### src/rtl/irq_remap_pkg.sv
package irq_remap_pkg;
  localparam int IDX_W = 11;
  localparam int ENT_W = 32;
  localparam int NPASS = 5;

  localparam int PB_INIT   = 0;
  localparam int PB_NMI    = 1;
  localparam int PB_LINT0  = 2;
  localparam int PB_LINT1  = 3;
  localparam int PB_EXTINT = 4;

  localparam logic [2:0] DT_FIXED  = 3'b000;
  localparam logic [2:0] DT_ARB    = 3'b001;
  localparam logic [2:0] DT_NMI    = 3'b100;
  localparam logic [2:0] DT_INIT   = 3'b101;
  localparam logic [2:0] DT_EXTINT = 3'b111;

  localparam logic [1:0] POL_BLOCK = 2'b00;
  localparam logic [1:0] POL_PASS  = 2'b01;
  localparam logic [1:0] POL_REMAP = 2'b10;

  typedef enum logic [2:0] {
    CL_FIXED, CL_ARB, CL_NMI, CL_INIT, CL_EXTINT, CL_LINT0, CL_LINT1, CL_BAD
  } irq_class_e;

  typedef enum logic [1:0] {ACT_BLOCK, ACT_PASS, ACT_REMAP} irq_act_e;

  typedef struct packed {
    logic       en;
    logic [2:0] mode;
    logic [7:0] dest;
    logic [7:0] vec;
  } remap_ent_t;
endpackage

### src/rtl/irq_classify.sv
module irq_classify
  import irq_remap_pkg::*;
(
  input  logic [2:0] dtype_i,
  input  logic       lint0_i,
  input  logic       lint1_i,
  output irq_class_e cls_o
);
  always_comb begin
    if (lint0_i)      cls_o = CL_LINT0;
    else if (lint1_i) cls_o = CL_LINT1;
    else begin
      unique case (dtype_i)
        DT_FIXED:  cls_o = CL_FIXED;
        DT_ARB:    cls_o = CL_ARB;
        DT_NMI:    cls_o = CL_NMI;
        DT_INIT:   cls_o = CL_INIT;
        DT_EXTINT: cls_o = CL_EXTINT;
        default:   cls_o = CL_BAD;
      endcase
    end
  end
endmodule

### src/rtl/irq_policy.sv
module irq_policy
  import irq_remap_pkg::*;
(
  input  irq_class_e       cls_i,
  input  logic [NPASS-1:0] pass_i,
  input  logic [1:0]       fixed_pol_i,
  output irq_act_e         act_o
);
  function automatic irq_act_e gate(input logic b);
    return b ? ACT_PASS : ACT_BLOCK;
  endfunction

  always_comb begin
    unique case (cls_i)
      CL_INIT:   act_o = gate(pass_i[PB_INIT]);
      CL_NMI:    act_o = gate(pass_i[PB_NMI]);
      CL_LINT0:  act_o = gate(pass_i[PB_LINT0]);
      CL_LINT1:  act_o = gate(pass_i[PB_LINT1]);
      CL_EXTINT: act_o = gate(pass_i[PB_EXTINT]);
      CL_FIXED, CL_ARB: begin
        unique case (fixed_pol_i)
          POL_PASS:  act_o = ACT_PASS;
          POL_REMAP: act_o = ACT_REMAP;
          default:   act_o = ACT_BLOCK;
        endcase
      end
      default:   act_o = ACT_BLOCK;
    endcase
  end
endmodule

### src/rtl/irq_entry_decode.sv
module irq_entry_decode
  import irq_remap_pkg::*;
(
  input  logic [ENT_W-1:0] raw_i,
  output remap_ent_t       ent_o
);
  always_comb begin
    ent_o.en   = raw_i[0];
    ent_o.mode = raw_i[4:2];
    ent_o.dest = raw_i[15:8];
    ent_o.vec  = raw_i[23:16];
  end
endmodule

### src/rtl/irq_remap_unit.sv
module irq_remap_unit
  import irq_remap_pkg::*;
#(
  parameter int DEV_W  = 16,
  parameter int ADDR_W = 52,
  parameter int DATA_W = 32
) (
  input  logic              clk_i,
  input  logic              rst_ni,
  input  logic              in_valid_i,
  output logic              in_ready_o,
  input  logic [DEV_W-1:0]  in_dev_id_i,
  input  logic [DATA_W-1:0] in_data_i,
  input  logic [7:0]        in_dest_i,
  input  logic              in_lint0_i,
  input  logic              in_lint1_i,
  output logic [DEV_W-1:0]  ctl_dev_id_o,
  input  logic [ADDR_W-1:0] ctl_base_i,
  input  logic [4:0]        ctl_pass_i,
  input  logic [1:0]        ctl_fixed_pol_i,
  output logic              mem_req_valid_o,
  input  logic              mem_req_ready_i,
  output logic [ADDR_W-1:0] mem_req_addr_o,
  input  logic              mem_rsp_valid_i,
  output logic              mem_rsp_ready_o,
  input  logic [31:0]       mem_rsp_data_i,
  output logic              out_valid_o,
  input  logic              out_ready_i,
  output logic [DEV_W-1:0]  out_dev_id_o,
  output logic [DATA_W-1:0] out_data_o,
  output logic [7:0]        out_dest_o,
  output logic              out_blocked_o
);
  localparam int OFS_W = IDX_W + 2;

  typedef enum logic [1:0] {S_IDLE, S_REQ, S_RSP, S_OUT} state_e;

  state_e            state_q;
  logic [DEV_W-1:0]  dev_q;
  logic [DATA_W-1:0] data_q;
  logic [7:0]        dest_q;
  logic [ADDR_W-1:0] addr_q;
  logic              blocked_q;

  irq_class_e cls;
  irq_act_e   act;
  remap_ent_t ent;
  logic       in_fire;

  irq_classify i_classify (
    .dtype_i (in_data_i[10:8]),
    .lint0_i (in_lint0_i),
    .lint1_i (in_lint1_i),
    .cls_o   (cls)
  );

  irq_policy i_policy (
    .cls_i       (cls),
    .pass_i      (ctl_pass_i),
    .fixed_pol_i (ctl_fixed_pol_i),
    .act_o       (act)
  );

  irq_entry_decode i_entry (
    .raw_i (mem_rsp_data_i),
    .ent_o (ent)
  );

  assign ctl_dev_id_o    = in_dev_id_i;
  assign in_ready_o      = (state_q == S_IDLE);
  assign in_fire         = in_valid_i && in_ready_o;
  assign mem_req_valid_o = (state_q == S_REQ);
  assign mem_req_addr_o  = addr_q;
  assign mem_rsp_ready_o = (state_q == S_RSP);
  assign out_valid_o     = (state_q == S_OUT);
  assign out_dev_id_o    = dev_q;
  assign out_data_o      = data_q;
  assign out_dest_o      = dest_q;
  assign out_blocked_o   = blocked_q;

  always_ff @(posedge clk_i or negedge rst_ni) begin
    if (!rst_ni) begin
      state_q   <= S_IDLE;
      dev_q     <= '0;
      data_q    <= '0;
      dest_q    <= '0;
      addr_q    <= '0;
      blocked_q <= 1'b0;
    end else begin
      unique case (state_q)
        S_IDLE: if (in_fire) begin
          dev_q     <= in_dev_id_i;
          data_q    <= in_data_i;
          dest_q    <= in_dest_i;
          // byte address of a 4-byte entry, wraps at 2^ADDR_W
          addr_q    <= ctl_base_i + ADDR_W'({in_data_i[IDX_W-1:0], 2'b00});
          blocked_q <= (act == ACT_BLOCK);
          state_q   <= (act == ACT_REMAP) ? S_REQ : S_OUT;
        end
        S_REQ: if (mem_req_ready_i) state_q <= S_RSP;
        S_RSP: if (mem_rsp_valid_i) begin
          blocked_q <= !ent.en;
          if (ent.en) begin
            data_q[10:0] <= {ent.mode, ent.vec};
            dest_q       <= ent.dest;
          end
          state_q <= S_OUT;
        end
        S_OUT: if (out_ready_i) state_q <= S_IDLE;
        default: state_q <= S_IDLE;
      endcase
    end
  end

  logic unused_ofs;
  assign unused_ofs = (OFS_W > ADDR_W);
endmodule

### config.mk
export PLATFORM = sky130hd
export DESIGN_NAME = irq_remap_unit
export DESIGN_NICKNAME = d
export VERILOG_FILES = /design/src/rtl/irq_remap_pkg.sv /design/src/rtl/irq_classify.sv /design/src/rtl/irq_policy.sv /design/src/rtl/irq_entry_decode.sv /design/src/rtl/irq_remap_unit.sv
export SDC_FILE = /design/constraint.sdc
export NUM_CORES = 1
export LEC_CHECK = 0
export CORE_AREA = 4 4 144 146
export DETAILED_ROUTE_END_ITERATION = 6
export DIE_AREA = 0 0 148 150
export PLACE_DENSITY = 0.67
export SLEW_MARGIN = 20
export SYNTH_ARGS = -nofsm -noshare
export SYNTH_HDL_FRONTEND = slang
export SYNTH_SLANG_ARGS = --single-unit
### constraint.sdc
create_clock -name clk_i -period 2.3 [get_ports clk_i]
set_input_delay 0.575 -clock clk_i [delete_from_list [all_inputs] [get_ports clk_i]]
set_output_delay 0.575 -clock clk_i [all_outputs]
set_load 0.005 [all_outputs]
==> results.toml <==
[setup_path]
critPathBufInv = 3
path_class = "input pin to register"
cpPeakStageDelay_ps = 360
crit_chain = "dlygate4sd2_1, ha_4, a21oi_2, nor2b_1, a311o_1, a21o_4, buf_6, buf_16, o211ai_1, xor2_1, o21ai_1"
endpoint_kind = "register"
cp_slowest_cell = "a311o_1"
worst-path-max-fanout = 4
reg2reg_depth = 8
cp.required_ps = 2540
start_kind = "input pin"
reg2reg_to = "out_data_o[5]$_DFFE_PN0P_"
rr_startpoint = "state_q[0]$_DFFE_PN0P_"
path_delay_family = "compound AO/OA/AOI/OAI gates"
crit_arrival_ps = 2580
r2r_setup_slack_ps = 350

[drt]
wire_per_inst_um = 16.2
first_iter_violations = 116
totalWireLength_mm = 18.8
first_pass_iters = 4
routed_via_density = 4.58
drtAntennaViolNets = 0
drc = 0
vias = 5317

[placed_design]
dp.cells = 1133
dp.final_hpwl_mm = 14.0
port_buffers = 271
place_congestion = 0.788
pre_cts_slack_ps = -745

[worst_hold_path]
hold_path.class = "input pin to async pin"

[layout]
area_growth_pct = 75.8
diodes = 0
nNetsFinal = 1062
drive_gt1_frac = 0.235
finalNonFillerCells = 1161
nFillCells = 1806

[yosys]
synth.area.mux_share = 0.115
yosysUniqueCellTypes = 47
yosysWarnings = 0
netlist.area_leader.share = 0.483
yosys.area.top_type = "dfrtp_1"
yosys.area_share.adder = 0.0361
syn_area_um2 = 5750
synth_ff_type = "dfrtp_1"
yosys-top-cells-count = "dfrtp_1 (111), nand2_1 (60), mux2_2 (41)"
synth-async-reset-ratio = 1.00
synth_top_family_by_area = "simple AND/OR/NAND/NOR gates"
yosys-top-cells-area = "dfrtp_1 (48%), mux2_2 (8.0%), xor2_1 (5.3%)"
synthMostInstantiatedCell = "dfrtp_1"
synth_compound_area_frac = 0.117
seq_area_frac_synth = 0.483
yosys.area_share.xor_xnor = 0.0701
ys_ff_latch = 111
synthCells = 560
synth_nets = 731
synth_edf_count = 0
avgSynthCellArea_um2 = 10.3
synth_simple_gate_area_share = 0.127

[sta]
finalMaxSlewViolations = 0
finalHoldViolCount = 0
max_slew_margin = 0.640
rsz0062_at_grt = "yes"
worst-slew-pin-transition_ps = 541
timing.hold.ws_ps = 96.5
worst_slack_ps = -42.1
fin_crit_sh = 1.02
fmax_mhz = 427
setup_viol = 11
fin_crit_ps = 2340
tns_ps = -306
finalClockSkew_ps = 5.95

[global_route]
grt_max_degree = 63
use_met3 = 0.0521
use_met2 = 0.283
grt_most_used_layer = "met2"
grt_usage = 0.167
overflow = 0
grt_pass1_vias = 5571
met1_usage = 0.201
antenna_found_initial = 0
grt_pass1_wl_mm = 29.7

[cts]
path_clk_slew_ps = 80
clock_path_buffers = 2
ctsHoldBuffers = 0
cts_tree = "built"
cts_root_buf = "clkbuf_16"
htree_num_levels = 3
clk_latency_ps = 350
clock_sinks = 111
cts_buffers = 9

[floorplan]
die_x_um = 148
core-area_um2 = 19400
start_util = 0.296
fp-row-count = 51
boundaryPins = 284
die-area_um2 = 22200
dieHeight_um = 150

[power_and_ir_drop]
p_sw_frac = 0.324
p_int_uw = 6760
power_uw = 10000
p_clk_frac = 0.156
p_leak_uw = 0.00423
power_frac_comb = 0.503
power_switching_uw = 3240
p_per_area_nw_per_um2 = 989
peakVddDrop_uv = 459
share_seq_of_total_power = 0.342

[outcome]
violations = "negative setup slack"
status = "finished, violations left"

[flow_run]
maxCapViolCount = 0
## final cells by class
class | instances | area (um^2) | area share
clock buffers | 10 | 239 | 0.0236
clock inverters | 6 | 47.5 | 0.00470
inverters | 15 | 56.3 | 0.00557
well taps | 265 | 332 | 0.0328
repair buffers | 364 | 3610 | 0.357
multi-input cells | 390 | 3050 | 0.301
flip-flops and latches | 111 | 2780 | 0.275
## per-layer routing
layer | up-vias | part of all wire
li1 | 2621 | -
met4 | 0 | 0.022
met2 | 165 | 0.49
met5 | - | 0
met1 | 2508 | 0.42
met3 | 23 | 0.070
## logic make-up (layout without fill, tap and decap cells)
| logic type | after synthesis | count (layout) |
|---|---|---|
| buf+inv | 59 | 395 |
| simple gates | 151 | 151 |
| flops | 111 | 111 |
| mux | 61 | 61 |
| fa+ha+maj | 16 | 16 |
| compound gates | 116 | 116 |
| xor+xnor | 46 | 46 |
## per-stage QoR
step,cell area (um^2),util
floorplan,5830,-
global placement,9360,0.482
detailed placement,9360,0.482
CTS,9970,0.514
global route,10100,0.521
finish,10100,0.521
## power groups by stage
stage,Clock (uW),Sequential (uW),Combinational [uW]
2_1_floorplan,0,3500,1830
3_3_place_gp,0,3430,4870
3_5_place_dp,0,3460,4920
4_1_cts,1640,3430,5070
5_1_grt,1700,3550,5470
6_report,1560,3420,5030
## placed cells by master (no fill, tap or decap), types with 23 or more instances in the layout
master	synthesis	layout
mux2_2	41	41
nand2_1	60	59
o21ai_0	32	27
dfrtp_1	111	111
nor2_1	34	33
buf_4	19	78
clkdlybuf4s50_1	0	247
a21oi_1	29	23
o21ai_1	23	25
xor2_1	35	35
## what timing repair did
item / CTS / global route
resized for setup: 67 / 38
pin swaps: 32 / 33
setup endpoints to repair: 42 / 41
cloned: 4 / 0
setup buffers: 6 / 3
## flip-flops by register name (all words and copies together) (netlist names)
name            cells
mem_req_addr_o     52
out_blocked_o       1
out_data_o         32
out_dest_o          8
out_dev_id_o       16
state_q             2
## how the worst max path moves through the flow
stage	startpoint	to	slack [ps]	cells after the start
detailed placement	in_data_i[0]	mem_req_addr_o[28]$_DFFE_PN0P_	-740	12
global route	in_data_i[0]	mem_req_addr_o[42]$_DFFE_PN0P_	-170	13
CTS	in_data_i[0]	mem_req_addr_o[44]$_DFFE_PN0P_	-150	13
finish	ctl_base_i[6]	mem_req_addr_o[28]$_DFFE_PN0P_	-40	11
floorplan	in_data_i[0]	mem_req_addr_o[22]$_DFFE_PN0P_	-70	11
global placement	in_data_i[0]	mem_req_addr_o[22]$_DFFE_PN0P_	-680	12
No activity file was read; power rests on OpenSTA's default activity.
